**src/rtl/sw_pkg.sv**
```systemverilog
package sw_pkg;
  typedef enum logic [1:0] {M_IDLE, M_REQ, M_REST} mst_state_e;
  typedef enum logic [1:0] {S_IDLE, S_FETCH, S_DRIVE} srv_state_e;
endpackage

```
**src/rtl/sw_source.sv**
```systemverilog
module sw_source #(
  parameter int ADDR_W = 8,
  parameter int LAT_W  = 4,
  localparam int DATA_W = 2 * ADDR_W
) (
  input  logic              clk_i,
  input  logic              rst_ni,
  input  logic              load_i,
  input  logic [LAT_W-1:0]  lat_i,
  input  logic              go_i,
  input  logic [ADDR_W-1:0] addr_i,
  output logic [LAT_W-1:0]  lat_o,
  output logic              fire_o,
  output logic [DATA_W-1:0] data_o
);
  logic [LAT_W-1:0] lat_q, cnt_q;

  always_ff @(posedge clk_i or negedge rst_ni) begin
    if (!rst_ni) begin
      lat_q <= '0;
      cnt_q <= '0;
    end else begin
      if (load_i) lat_q <= lat_i;
      if (go_i) cnt_q <= lat_q;
      else if (cnt_q != '0) cnt_q <= cnt_q - 1'b1;
    end
  end

  // fire one cycle before the word must be on the bus
  assign fire_o = go_i ? (lat_q == '0) : (cnt_q == LAT_W'(1));
  assign lat_o  = lat_q;
  assign data_o = {~addr_i, addr_i};
endmodule

```
**src/rtl/sw_servant.sv**
```systemverilog
module sw_servant
  import sw_pkg::*;
#(
  parameter int T_ACCESS = 4,
  parameter int ADDR_W   = 8,
  parameter int LAT_W    = 4,
  localparam int DATA_W  = 2 * ADDR_W
) (
  input  logic              clk_i,
  input  logic              rst_ni,
  input  logic              cfg_load_i,
  input  logic [LAT_W-1:0]  cfg_lat_i,
  input  logic              req_i,
  input  logic [ADDR_W-1:0] addr_i,
  output logic              wait_o,
  output logic              data_en_o,
  output logic [DATA_W-1:0] data_o
);
  srv_state_e        state_q;
  logic              wait_q, den_q, go, fire;
  logic [DATA_W-1:0] data_q, src_data;
  logic [LAT_W-1:0]  lat;

  assign go = req_i && (state_q == S_IDLE);

  sw_source #(.ADDR_W(ADDR_W), .LAT_W(LAT_W)) u_src (
    .clk_i  (clk_i),
    .rst_ni (rst_ni),
    .load_i (cfg_load_i),
    .lat_i  (cfg_lat_i),
    .go_i   (go),
    .addr_i (addr_i),
    .lat_o  (lat),
    .fire_o (fire),
    .data_o (src_data)
  );

  always_ff @(posedge clk_i or negedge rst_ni) begin
    if (!rst_ni) begin
      state_q <= S_IDLE;
      wait_q  <= 1'b0;
      den_q   <= 1'b0;
      data_q  <= '0;
    end else if (!req_i) begin
      state_q <= S_IDLE;
      wait_q  <= 1'b0;
      den_q   <= 1'b0;
    end else begin
      case (state_q)
        S_IDLE: begin
          if (fire) begin
            state_q <= S_DRIVE;
            den_q   <= 1'b1;
            data_q  <= src_data;
          end else begin
            state_q <= S_FETCH;
            wait_q  <= int'(lat) >= T_ACCESS;
          end
        end
        S_FETCH: begin
          if (fire) begin
            state_q <= S_DRIVE;
            den_q   <= 1'b1;
            wait_q  <= 1'b0;
            data_q  <= src_data;
          end
        end
        default: state_q <= S_DRIVE;
      endcase
    end
  end

  assign wait_o    = wait_q;
  assign data_en_o = den_q;
  assign data_o    = den_q ? data_q : '0;


  wait_excl_chk: assert property (@(posedge clk_i) disable iff (!rst_ni)
    wait_o |-> !data_en_o);

  wait_rise_chk: assert property (@(posedge clk_i) disable iff (!rst_ni)
    $rose(wait_o) |-> req_i && $past(req_i));

  release_chk: assert property (@(posedge clk_i) disable iff (!rst_ni)
    !req_i |=> !data_en_o);
endmodule

```
**src/rtl/sw_requester.sv**
```systemverilog
module sw_requester
  import sw_pkg::*;
#(
  parameter int T_ACCESS = 4,
  parameter int ADDR_W   = 8,
  localparam int DATA_W  = 2 * ADDR_W,
  localparam int CW      = $clog2(T_ACCESS + 1)
) (
  input  logic              clk_i,
  input  logic              rst_ni,
  input  logic              start_i,
  input  logic [ADDR_W-1:0] addr_i,
  input  logic              wait_i,
  input  logic              data_en_i,
  input  logic [DATA_W-1:0] data_i,
  output logic              accept_o,
  output logic              req_o,
  output logic [ADDR_W-1:0] addr_o,
  output logic              busy_o,
  output logic              done_o,
  output logic [DATA_W-1:0] rdata_o
);
  mst_state_e        state_q;
  logic [CW-1:0]     cnt_q;
  logic              done_q;
  logic [ADDR_W-1:0] addr_q;
  logic [DATA_W-1:0] rdata_q;
  logic              strobe;

  assign accept_o = start_i && ((state_q == M_IDLE) || (state_q == M_REST && !wait_i));
  // strobe point reached; only an asserted wait extends the cycle
  assign strobe   = (state_q == M_REQ) && (cnt_q == CW'(T_ACCESS)) && !wait_i;

  always_ff @(posedge clk_i or negedge rst_ni) begin
    if (!rst_ni) begin
      state_q <= M_IDLE;
      cnt_q   <= '0;
      done_q  <= 1'b0;
      addr_q  <= '0;
      rdata_q <= '0;
    end else begin
      done_q <= 1'b0;
      if (accept_o) begin
        state_q <= M_REQ;
        cnt_q   <= '0;
        addr_q  <= addr_i;
      end else begin
        case (state_q)
          M_REQ: begin
            if (strobe) begin
              state_q <= M_REST;
              done_q  <= 1'b1;
              rdata_q <= data_i;
            end else if (cnt_q != CW'(T_ACCESS)) begin
              cnt_q <= cnt_q + 1'b1;
            end
          end
          M_REST:  if (!wait_i) state_q <= M_IDLE;
          default: state_q <= M_IDLE;
        endcase
      end
    end
  end

  assign req_o   = (state_q == M_REQ);
  assign busy_o  = req_o;
  assign addr_o  = addr_q;
  assign done_o  = done_q;
  assign rdata_o = rdata_q;


  strobe_valid_chk: assert property (@(posedge clk_i) disable iff (!rst_ni)
    (req_o && cnt_q == CW'(T_ACCESS) && !wait_i) |-> data_en_i);

  new_req_quiet_chk: assert property (@(posedge clk_i) disable iff (!rst_ni)
    $rose(req_o) |-> !wait_i);

  req_drop_chk: assert property (@(posedge clk_i) disable iff (!rst_ni)
    done_o |-> !req_o);

  done_pulse_chk: assert property (@(posedge clk_i) disable iff (!rst_ni)
    done_o |=> !done_o);

  addr_hold_chk: assert property (@(posedge clk_i) disable iff (!rst_ni)
    (req_o && $past(req_o)) |-> $stable(addr_o));
endmodule

```
**src/rtl/sw_bus_top.sv**
```systemverilog
module sw_bus_top #(
  parameter int T_ACCESS = 4,
  parameter int ADDR_W   = 8,
  parameter int LAT_W    = 4,
  localparam int DATA_W  = 2 * ADDR_W
) (
  input  logic              clk_i,
  input  logic              rst_ni,
  input  logic              start_i,
  input  logic [ADDR_W-1:0] addr_i,
  input  logic [LAT_W-1:0]  lat_i,
  output logic              busy_o,
  output logic              done_o,
  output logic [DATA_W-1:0] rdata_o,
  output logic              req_o,
  output logic [ADDR_W-1:0] addr_bus_o,
  output logic              wait_o,
  output logic              data_en_o,
  output logic [DATA_W-1:0] data_bus_o
);
  logic accept;

  sw_requester #(.T_ACCESS(T_ACCESS), .ADDR_W(ADDR_W)) u_mst (
    .clk_i     (clk_i),
    .rst_ni    (rst_ni),
    .start_i   (start_i),
    .addr_i    (addr_i),
    .wait_i    (wait_o),
    .data_en_i (data_en_o),
    .data_i    (data_bus_o),
    .accept_o  (accept),
    .req_o     (req_o),
    .addr_o    (addr_bus_o),
    .busy_o    (busy_o),
    .done_o    (done_o),
    .rdata_o   (rdata_o)
  );

  sw_servant #(.T_ACCESS(T_ACCESS), .ADDR_W(ADDR_W), .LAT_W(LAT_W)) u_srv (
    .clk_i      (clk_i),
    .rst_ni     (rst_ni),
    .cfg_load_i (accept),
    .cfg_lat_i  (lat_i),
    .req_i      (req_o),
    .addr_i     (addr_bus_o),
    .wait_o     (wait_o),
    .data_en_o  (data_en_o),
    .data_o     (data_bus_o)
  );
endmodule

```
**config.mk**
```make
export PLATFORM = sky130hd
export DESIGN_NAME = sw_bus_top
export DESIGN_NICKNAME = d
export VERILOG_FILES = /design/src/rtl/sw_pkg.sv /design/src/rtl/sw_source.sv /design/src/rtl/sw_servant.sv /design/src/rtl/sw_requester.sv /design/src/rtl/sw_bus_top.sv
export SDC_FILE = /design/constraint.sdc
export NUM_CORES = 1
export LEC_CHECK = 0
export BUFFER_PORTS_ARGS = -buffer_cell sky130_fd_sc_hd__buf_4
export CAP_MARGIN = 20
export CORE_MARGIN = 10
export CORE_UTILIZATION = 40
export CTS_CLUSTER_SIZE = 8
export DETAILED_ROUTE_END_ITERATION = 7
export GPL_TIMING_DRIVEN = 0
export HOLD_SLACK_MARGIN = 0.15
export SYNTH_ARGS = -nofsm -noshare
export SYNTH_HDL_FRONTEND = slang
export SYNTH_SLANG_ARGS = --single-unit
```
**constraint.sdc**
```tcl
create_clock -name clk_i -period 4.55 [get_ports clk_i]
set_input_delay 0.91 -clock clk_i [delete_from_list [all_inputs] [get_ports clk_i]]
set_output_delay 0.91 -clock clk_i [all_outputs]
set_load 0.05 [all_outputs]
```
* Word level (Yosys, flattened, before mapping)
Index checks and enable logic that the tools add are counted.
** Storage, ports and cells
- Register bits after elaboration :: 58
- Input port bits :: 15
- Output and inout bits :: 45
- Word-level logic and storage cells :: 77
** Operators by class
- $add $sub $neg :: 2
- $lt $le $gt $ge :: 1
- Equality and inequality tests :: 14
- Multiplexer cells :: 26
- Bitwise logic cells :: 2
- Reduce and logical (&&, ||, !) cells :: 21
** Operators by type and width (number)
- != test 3 bit (second input constant) :: 6
- 2-to-1 mux 16 bit :: 1
- 2-to-1 mux 2 bit :: 6
- 2-to-1 mux 3 bit :: 4
- AND reduction 3 bit :: 4
- 2-to-1 mux 1 bit :: 10
- 2-to-1 mux 4 bit :: 2
- NOT 8 bit :: 1
- case mux 2 bit (2 select lines) :: 2
- != test 2 bit (second input constant) :: 3
- nonzero test 2 bit :: 3
- logical AND 1 bit :: 5
- equality test 2 x 1 -> 1 bit (second input constant) :: 2
- equality test 4 x 1 -> 1 bit (second input constant) :: 1
- >= comparator 4 x 3 -> 1 bit (second input constant) :: 1
- logical NOT 2 bit :: 2
- logical NOT 4 bit :: 1
- AND reduction 2 bit :: 2
- nonzero test 4 bit :: 1
- subtractor 4 x 1 -> 4 bit (second input constant) :: 1
- adder 3 x 1 -> 3 bit (second input constant) :: 1
- equality test 3 bit (second input constant) :: 1
- equality test 2 bit (second input constant) :: 1
- case mux 1 bit (2 select lines) :: 1
- other kinds (4) :: 4

* Logic depth before layout (Yosys ltp)
Gate-level depths: netlist (run 1).
- Depth after elaboration :: 6
- Gate-level depth with buffers :: 7
- Gate-level depth less buffers :: 5

* By module
A second synthesis (run 1) with hierarchy kept.
** Second synthesis, totals
- Cell total of the unflattened synthesis :: 206
- Area, all modules :: 2690.1 um2
** Modules (own cells, without submodules)
- sw_requester :: times used 1, cells each 81, area an instance 1248.7 um2
- sw_servant :: times used 1, cells each 70, area an instance 920.9 um2
- sw_source :: times used 1, cells each 55, area an instance 520.5 um2

* Least setup slack after synthesis (run 1)
Ideal clock, no wire load.
- Kind :: reg-to-output
- Start point :: reg u_mst.state_q[1]
- End point :: out req_o
- Arrival time :: 1.488 ns
- Setup slack :: 2.152 ns
- Cell stages (with the launch flop) :: 4
- Path buffers :: 1
- Cell sequence :: dfrtp_1 -> nand2b_1 -> clkinv_1 -> buf_4
** Between the ends
- Word-level cells in the longest chain between the ends :: 1
** RTL lines
- from (decl) :: line sw_requester.sv:23 : mst_state_e state_q;
- from (signal assigned) :: line sw_requester.sv:36 : state_q <= M_IDLE;
- from (signal assigned) :: line sw_requester.sv:44 : state_q <= M_REQ;
- from (signal assigned) :: line sw_requester.sv:51 : state_q <= M_REST;
- equality test 2 x 1 -> 1 bit :: line sw_requester.sv:65 : assign req_o = (state_q == M_REQ);
- to (decl) :: line sw_bus_top.sv:15 : output logic req_o,
Every way passes these cells.

* Worst setup path in the final report (run 1)
Ends and elaborated chain as after synthesis.

==> results of run 1 <==
state kept, by name, summed over array words and instances (netlist names):
| register | flops |
|---|---|
| u_mst.addr_o | 8 |
| u_mst.cnt_q | 3 |
| u_mst.done_o | 1 |
| u_mst.rdata_o | 16 |
| u_mst.state_q | 2 |
| u_srv.data_en_o | 1 |
| u_srv.data_q | 16 |
| u_srv.state_q | 2 |
| u_srv.u_src.cnt_q | 4 |
| u_srv.u_src.lat_o | 4 |
| u_srv.wait_o | 1 |
routing by layer:
layer  up-vias  track usage
met4         0       0.0652
met1       803        0.136
met2        40        0.183
li1        809            -
met3         8       0.0453
met5         -            0
worst paths after layout:
kind	from	end	slack [ns]	cells after the start
max	u_mst.state_q[1]	req_o	1.87	4
min	u_srv.data_q[1]	u_srv.data_q[1]	0.50	1
max reg2reg	u_mst.cnt_q[0]	u_mst.rdata_o[1]	2.52	6
min reg2reg	u_srv.data_q[1]	u_srv.data_q[1]	0.50	1
max in group asynchronous	rst_ni	u_srv.u_src.cnt_q[0]	3.41	1
min in group asynchronous	rst_ni	u_mst.rdata_o[8]	0.62	1
power groups by stage:
stage | combinational [mW] | clock [mW] | sequential [mW]
global route | 1.54 | 0.570 | 0.976
floorplan | 0.867 | 0 | 1.12
CTS | 1.46 | 0.544 | 0.942
finish | 1.43 | 0.526 | 0.936
global placement | 1.44 | 0 | 0.938
detailed placement | 1.46 | 0 | 0.950
through the flow:
step                power [mW]  std cells  area, um2
global route              3.08        348       3370
floorplan                 1.99        196       2610
detailed placement        2.41        332       3150
global placement          2.38        332       3150
CTS                       2.94        348       3370
finish                    2.89        348       3370
synthesized netlist by cell type (2+ instances only):
master	count	area (um2)
nand2_1	6	22.5
mux2i_1	10	100
o21ai_0	5	25.0
a21oi_1	3	15.0
ha_1	5	62.6
mux2_2	38	428
dfrtp_1	58	1450
xnor2_1	2	17.5
inv_1	12	45.0
clkbuf_1	2	7.51
nand3_1	2	10.0
and2_1	17	106
nor3_1	4	20.0
buf_4	10	75.1
cells by family after synthesis:
logic type	Yosys count
compound gates	14
simple gates	40
mux	49
xor+xnor	2
fa+ha+maj	5
flops	58
buf+inv	28
area by class of cell:
class | count | share of cell area
flip-flops and latches | 58 | 0.431
multi-input cells | 110 | 0.295
repair buffers | 59 | 0.131
clock buffers | 10 | 0.0408
plain buffers | 15 | 0.0353
well taps | 77 | 0.0286
clock inverters | 6 | 0.0238
inverters | 13 | 0.0145
critical path, stage by stage, from the launching register on:
cell,delay (ns)
dfrtp_1,0.44
nand2b_1,0.28
clkinv_1,0.32
buf_4,0.23
buf_4,0.18
==> results.ini, run 1 <==
[global_route]
grt_pass1_vias=1824
overflow=0
grt_start_max_net_pins=59
antenna_found_initial=0
track_usage=0.118
grt_pass1_wl_mm=9.32

[clock_tree]
cts_buffers=9
cts_tree=built
postCtsSetupBuffers=0
cts_max_path_buffers=2
clkLatencyLatePin_ns=0.33
htreeDepth=3
cts_hold_buf=0
cts_root_buf=clkbuf_8
clk_pin_slew_ns=0.07
clock-sinks=58
post_cts_resized=0

[synthesis]
ys_async_sr_fraction=1.00
synth_compound_area_frac=0.0388
synth_seq_area_share=0.556
ys.flop_type=dfrtp_1
synth-edff-count=0
synthAdderAreaFrac=0.0239
yosysWarnings=0
ys_seq_elements=58
synth_fp_nets=216
synth_top_family_by_area=multiplexers
avgSynthCellArea_um2=13.3
muxShareOfSynthArea=0.208
synth_area_um2=2610
synth_xor_area_frac=0.00670
synth_cells=196
synth_cell_type_count=36
synth-simple-area-share=0.103

[detailed_routing]
met3_length_um=438
drc=0
drt-pass1-iter-count=2
post_drt_wl_per_cell_um=16.1
routed_wl_mm=5.59
dr_wl_met2_mm=2.69
highest_layer=met4
vias_per_cell=4.77
wl_met1_mm=2.38
drt_iter0_markers=22
vias=1660
final_antenna_net_count=0

[placement]
routabilityCongestion=0.799
place_ws_ns=2.21
hpwl_mm=3.97
port_buffers=59

[floorplan]
fp-row-count=29
core_um2=6350
die_x_um=101
initial_utilization=0.411
die-height_um=101
die_area_um2=10200
ios=60

[setup_path]
path_max_fanout=10
start_kind=register
end_kind=output port
critPathRequiredTime_ns=3.64
crit_type=register to output port
arrival_ns=1.77

[layout]
drive_above_1_share=0.483
final_nets=286
fillCellCount=587
final_common_cell=buf_4
seq_area_um2=1450
utilization=0.531
multiInputGateArea_um2=993
area_growth_pct=29.0
antennaDiodeCount=0
final_cell_mix=69 x buf_4, 58 x dfrtp_1, 38 x mux2_2

[power]
ir_drop_mv=0.439
p_per_area_nw_per_um2=858
netSwitchingPower_mw=1.24
p_leak_nw=1.72
clock_power_share=0.182
p_sw_frac=0.430
pwr-share-comb=0.494
seq_power_share=0.324
p_int_mw=1.65

[timing]
drv_slew=0
relSlewSlack=0.506
max_freq_mhz=372
fin_setup_tns_ns=0
max_slew.worst_pin.slew_ns=0.742
rsz0062_at_grt=no
finalCritPeriodShare=0.590
setup_violations=0
hold_viol=0
min_period_ns=2.68
whs_ns=0.502
skew_ns=0.00879
finalWorstSetupSlack_ns=1.87

[outcome]
status=finished clean

[flow_run]
cap_violations=0

[hold_path]
hold_class=register to register

No activity file was read; power rests on OpenSTA's default activity.
==> run 2: changes to the inputs <==
--- a/config.mk
+++ b/config.mk
@@ -5,6 +5,7 @@
 export SDC_FILE = /design/constraint.sdc
 export NUM_CORES = 1
 export LEC_CHECK = 0
+export ABC_AREA = 1
 export BUFFER_PORTS_ARGS = -buffer_cell sky130_fd_sc_hd__buf_4
 export CAP_MARGIN = 20
 export CORE_MARGIN = 10
==> constraint.sdc (replaced) <==
create_clock -name clk_i -period 2.2 [get_ports clk_i]
set_input_delay 0.44 -clock clk_i [delete_from_list [all_inputs] [get_ports clk_i]]
set_output_delay 0.44 -clock clk_i [all_outputs]
set_load 0.05 [all_outputs]
==> results.ini, run 2 <==
[synthesis]
synth_compound_area_frac=0.124  ; was 0.0388
synth_xor_area_frac=0.00985  ; was 0.00670
synth-edff-count=0  ; unchanged
yosysWarnings=0  ; unchanged
synthAdderAreaFrac=0.0235  ; was 0.0239
avgSynthCellArea_um2=9.29  ; was 13.3 um2
synth_top_area_frac=0.544  ; was 0.556
synth_area_um2=2670  ; was 2610 um2
synth_top_area_cell=dfrtp_1  ; unchanged
synth_top_family_by_area=simple AND/OR/NAND/NOR gates  ; was multiplexers
synth_cells=287  ; was 196
ys_async_sr_fraction=1.00  ; unchanged
ys_seq_elements=58  ; unchanged
synthTopCellsByCount=75 x nand2_1, 58 x dfrtp_1, 30 x inv_1, 26 x o21ai_1, 15 x nand2_2  ; was 58 x dfrtp_1, 38 x mux2_2, 17 x and2_1, 12 x inv_1
ys.flop_type=dfrtp_1  ; unchanged
muxShareOfSynthArea=0  ; was 0.208
synth_seq_area_share=0.544  ; was 0.556
synth.most_common_cell=nand2_1  ; was dfrtp_1
synth-simple-area-share=0.197  ; was 0.103
synth_fp_nets=307  ; was 216
netlist_top_cells_area=dfrtp_1 54%, nand2_1 11%, o21ai_1 4.9%  ; was dfrtp_1 56%, mux2_2 16%, and2_1 4.1%
synth_cell_type_count=27  ; was 36

[setup_path]
critPathRequiredTime_ns=1.76  ; was 3.64 ns
path_max_fanout=10  ; unchanged
end_kind=output port  ; unchanged
crit_type=register to output port  ; unchanged
arrival_ns=1.62  ; was 1.77 ns
start_kind=register  ; unchanged

[clock_tree]
htreeDepth=3  ; unchanged
cts_buffers=9  ; unchanged
clkLatencyLatePin_ns=0.34  ; was 0.33 ns
clk_pin_slew_ns=0.07  ; about the same
cts_tree=built  ; unchanged
postCtsSetupBuffers=0  ; unchanged
cts_root_buf=clkbuf_8  ; unchanged
cts_max_path_buffers=2  ; unchanged
clock-sinks=58  ; unchanged

[layout]
final_cell_mix=75 x nand2_1, 68 x buf_4, 58 x dfrtp_1  ; was 69 x buf_4, 58 x dfrtp_1, 38 x mux2_2
antennaDiodeCount=0  ; unchanged
fin_area_um2=3390  ; was 3370 um2
final_common_cell=nand2_1  ; was buf_4
drive_above_1_share=0.373  ; was 0.483
final_nets=377  ; was 286
area_growth_pct=27.0  ; was 29.0%

[timing]
hold_viol=0  ; unchanged
setup_violations=0  ; unchanged
max_freq_mhz=484
max_slew.worst_pin.slew_ns=0.738  ; was 0.742 ns
fin_setup_tns_ns=0  ; unchanged
rsz0062_at_grt=no  ; unchanged
relSlewSlack=0.508  ; was 0.506
drv_slew=0  ; unchanged
min_period_ns=2.06
finalCritPeriodShare=0.938
skew_ns=0.00659  ; was 0.00879 ns

[floorplan]
die_area_um2=10300  ; was 10200 um2
initial_utilization=0.415  ; was 0.411
die-height_um=102  ; was 101 um
die_x_um=102  ; was 101 um
fp-row-count=29  ; unchanged
core_um2=6420  ; was 6350 um2
ios=60  ; unchanged

[detailed_routing]
post_drt_wl_per_cell_um=13.7  ; was 16.1 um
vias_per_cell=4.69  ; was 4.77
drt_iter0_markers=71  ; was 22
vias=2061  ; was 1660
routed_wl_mm=6.02  ; was 5.59 mm
drc=0  ; unchanged
drt-pass1-iter-count=4  ; was 2
final_antenna_net_count=0  ; unchanged

[power]
p_sw_frac=0.476  ; was 0.430
p_per_area_nw_per_um2=1690  ; was 858 nW/um2
clock_power_share=0.156  ; was 0.182
seq_power_share=0.327  ; was 0.324
netSwitchingPower_mw=2.72  ; was 1.24 mW
ir_drop_mv=0.695  ; was 0.439 mV
finalPower_mw=5.71  ; was 2.89 mW
p_int_mw=2.99  ; was 1.65 mW
p_leak_nw=1.84  ; was 1.72 nW
pwr-share-comb=0.517  ; was 0.494

[outcome]
status=finished clean  ; unchanged

[global_route]
grt_start_max_net_pins=59  ; unchanged
grt_pass1_vias=2088  ; was 1824
track_usage=0.121  ; was 0.118
grt_pass1_wl_mm=9.99  ; was 9.32 mm
antenna_found_initial=0  ; unchanged
overflow=0  ; unchanged

[placement]
routabilityCongestion=0.738  ; was 0.799
post_dp_cell_area_um2=3210  ; was 3150 um2
hpwl_mm=4.48  ; was 3.97 mm
port_buffers=59  ; unchanged

[flow_run]
cap_violations=0  ; unchanged

[hold_path]
hold_class=input pin to async pin  ; was register to register

==> run 2: changes by cell type after synthesis, sizes merged, moves of 4 or more <==
cell and change:
and2 -17, buf +4, inv +24, mux2 -39
mux2i -10, nand2 +87, nand3 +5, nor2 +8
o21ai +42
==> run 2: metal layers <==
layer | GRT usage | share of wire | vias to the layer above
li1 | - | - | 1033
met4 | 0.0682 | 0.018 | 0
met5 | 0 | 0 | -
met2 | 0.172 | 0.43 | 62
met3 | 0.0395 | 0.081 | 9
met1 | 0.157 | 0.47 | 957
==> run 2: stage by stage <==
stage | worst slack (ns) | utilization | hold WS (ns) | std cells
5_1_grt | 0.0107 | 0.527 | 0.220 | 439
2_1_floorplan | 0.176 | - | 0.144 | 287
6_report | 0.136 | 0.527 | 0.145 | 439
3_3_place_gp | 0.338 | 0.499 | 0.455 | 423
4_1_cts | 0.0900 | 0.527 | 0.182 | 439
3_5_place_dp | 0.304 | 0.499 | 0.461 | 423
==> run 2: logic make-up (layout without fill, tap and decap cells) <==
group           count (synthesis)  in the layout
fa+ha+maj                       5              5
simple gates                  112            112
flops                          58             58
xor+xnor                        3              3
buf+inv                        55            130
compound gates                 54             54
==> run 2: cell type report <==
class                   instances  area (um2)
plain buffers                  19         135
multi-input cells             174         946
inverters                      36         135
clock inverters                 5        28.8
flip-flops and latches         58        1450
well taps                      77        96.3
fillers                       621        3040
repair buffers                 59         443
clock buffers                  11         151
==> run 2: timing repair <==
item / 4_1_cts / 5_1_grt
resized for setup: 1 / 0
hold buffers: 0 / 0
endpoints found under the setup margin: 9 / 0
==> run 2: worst max-delay path, stage by stage (launching register included) <==
cell and delay, ns:
dfrtp_1 0.35, clkbuf_1 0.28, clkbuf_2 0.29, nand2_1 0.12, inv_1 0.07, buf_4 0.19
==> run 2: path summary, 6_finish.rpt <==
check,slack [ns],from,cells after the start,endpoint
setup / recovery,0.14,u_srv.data_en_o,5,data_bus_o[6]
hold / removal,0.14,rst_ni,1,u_mst.cnt_q[0]
setup reg to reg,0.66,u_mst.cnt_q[0],8,u_mst.rdata_o[2]
hold reg to reg,0.47,u_mst.addr_o[2],1,u_srv.data_q[10]
max in group asynchronous,1.54,rst_ni,1,u_srv.state_q[0]
min in group clk_i,0.30,addr_i[0],3,u_mst.addr_o[0]
==> run 2: power by group through the flow <==
stage | sequential (mW) | clock, mW | combinational, mW
floorplan | 2.20 | 0 | 1.87
global placement | 1.87 | 0 | 2.95
detailed placement | 1.88 | 0 | 2.98
CTS | 1.87 | 0.908 | 3.00
global route | 1.92 | 0.953 | 3.25
finish | 1.87 | 0.890 | 2.95
==> run 3: changes to the inputs <==
--- a/config.mk
+++ b/config.mk
@@ -8,7 +8,7 @@
 export ABC_AREA = 1
 export BUFFER_PORTS_ARGS = -buffer_cell sky130_fd_sc_hd__buf_4
 export CAP_MARGIN = 20
-export CORE_MARGIN = 10
+export CORE_MARGIN = 8
 export CORE_UTILIZATION = 40
 export CTS_CLUSTER_SIZE = 8
 export DETAILED_ROUTE_END_ITERATION = 7
==> results.ini, run 3 (synthesis gave the netlist of run 2 again) <==
[timing]
max_slew.worst_pin.slew_ns=0.753  ; was 0.738 ns
drv_slew=0  ; unchanged
fin_setup_tns_ns=0  ; unchanged
finalWorstSetupSlack_ns=0.139  ; was 0.136 ns
skew_ns=0.00716  ; was 0.00659 ns
hold_viol=0  ; unchanged
setup_violations=0  ; unchanged
min_period_ns=2.06  ; about the same
relSlewSlack=0.498  ; was 0.508
finalCritPeriodShare=0.937  ; was 0.938
whs_ns=0.167  ; was 0.145 ns
rsz0062_at_grt=no  ; unchanged
max_freq_mhz=485  ; was 484 MHz

[detailed_routing]
vias=2011  ; was 2061
post_drt_wl_per_cell_um=13.7  ; about the same
drt-pass1-iter-count=4  ; unchanged
final_antenna_net_count=0  ; unchanged
routed_wl_mm=6.01  ; was 6.02 mm
drt_iter0_markers=63  ; was 71
drc=0  ; unchanged
vias_per_cell=4.58  ; was 4.69

[floorplan]
initial_utilization=0.418  ; was 0.415
fp-row-count=29  ; unchanged
core_um2=6390  ; was 6420 um2
ios=60  ; unchanged
die-height_um=97.6  ; was 102 um
die_x_um=97.6  ; was 102 um
die_area_um2=9530  ; was 10300 um2

[hold_path]
hold_class=input pin to async pin  ; unchanged

[setup_path]
crit_type=register to output port  ; unchanged
reg2reg_from=u_mst.cnt_q[0]  ; unchanged
startpoint=u_srv.data_en_o  ; unchanged
end_kind=output port  ; unchanged
reg2regPathDepth=8  ; unchanged
arrival_ns=1.62  ; about the same
rrSetupSlack_ns=0.69  ; was 0.66 ns
start_kind=register  ; unchanged
path_max_fanout=10  ; unchanged
reg2reg_to=u_mst.rdata_o[7]  ; was u_mst.rdata_o[2]
critPathRequiredTime_ns=1.76  ; about the same

[layout]
final_common_cell=nand2_1  ; unchanged
final_cell_mix=75 x nand2_1, 68 x buf_4, 58 x dfrtp_1  ; unchanged
drive_above_1_share=0.370  ; was 0.373
area_growth_pct=28.5  ; was 27.0%
antennaDiodeCount=0  ; unchanged
fin_area_um2=3430  ; was 3390 um2
final_nets=377  ; unchanged

[global_route]
grt_pass1_vias=2092  ; was 2088
track_usage=0.130  ; was 0.121
grt_pass1_wl_mm=10.1  ; was 9.99 mm
grt_start_max_net_pins=59  ; unchanged
overflow=0  ; unchanged
antenna_found_initial=0  ; unchanged

[clock_tree]
clk_pin_slew_ns=0.07  ; about the same
cts_max_path_buffers=2  ; unchanged
cts_buffers=9  ; unchanged
cts_root_buf=clkbuf_8  ; unchanged
clkLatencyLatePin_ns=0.34  ; about the same
cts_tree=built  ; unchanged
clock-sinks=58  ; unchanged
htreeDepth=3  ; unchanged

[placement]
routabilityCongestion=0.761  ; was 0.738
place_ws_ns=0.338  ; was 0.304 ns
post_dp_cell_area_um2=3210  ; unchanged
port_buffers=59  ; unchanged
hpwl_mm=4.45  ; was 4.48 mm

[power]
ir_drop_mv=1.03  ; was 0.695 mV
p_leak_nw=1.85  ; was 1.84 nW
p_per_area_nw_per_um2=1720  ; was 1690 nW/um2

[flow_run]
cap_violations=0  ; unchanged

[outcome]
status=finished clean  ; unchanged

## run 3: cell types whose count changed in the layout (fill, tap and decap cells not counted), sizes merged
cell,previous run,this run
clkinvlp,0,1
clkinv,5,2
bufinv,0,2
## run 3: metrics by stage
step | power, mW | std cells | utilization
6_report | 5.90 | 439 | 0.536
4_1_cts | 5.97 | 439 | 0.536
2_1_floorplan | 4.07 | 287 | -
3_5_place_dp | 4.86 | 423 | 0.502
5_1_grt | 6.32 | 439 | 0.536
3_3_place_gp | 4.81 | 423 | 0.502
## run 3: worst max path at each step
stage | endpoint | slack [ns] | cells after the start
final | data_bus_o[6] | 0.14 | 5
after global routing | data_bus_o[5] | 0.03 | 5
after CTS | data_bus_o[6] | 0.12 | 5
after detailed placement | data_bus_o[6] | 0.34 | 5
after global placement | data_bus_o[6] | 0.35 | 5
after floorplan | data_bus_o[10] | 0.18 | 4
## run 3: layer usage
| layer | vias to the layer above | track usage | wire [um] |
|---|---|---|---|
| li1 | 1036 | - | - |
| met1 | 918 | 0.170 | 2980 |
| met2 | 47 | 0.189 | 2600 |
| met3 | 10 | 0.0512 | 348 |
| met4 | 0 | 0.0455 | 74 |
| met5 | - | 0 | 0 |
## run 3: layout make-up
class	instances	area, um2
fillers	602	2960
flip-flops and latches	58	1450
multi-input cells	174	946
repair buffers	59	443
clock buffers	11	141
plain buffers	19	135
inverters	36	135
well taps	77	96.3
clock inverters	5	77.6
## run 3: worst max-delay path, stage by stage (launching register included)
cell and delay [ns]:
dfrtp_1 0.35, clkbuf_1 0.27, clkbuf_2 0.28, nand2_1 0.13
inv_1 0.07, buf_4 0.19
## run 3: report_power, final
group / internal [mW] / switching [mW] / leakage (nW) / total (mW)
Combinational: 0.995 / 1.95 / 1.01 / 2.94
Clock: 0.665 / 0.432 / 0.109 / 1.10
Sequential: 1.53 / 0.334 / 0.734 / 1.86
## run 3: timing repair
| item | in CTS | in global routing |
|---|---|---|
| endpoints found under the hold margin | 0 | 0 |
| hold buffers | 0 | 0 |
| setup buffers | 0 | 0 |
| endpoints found under the setup margin | 9 | 0 |
| gates resized for setup | 1 | 0 |
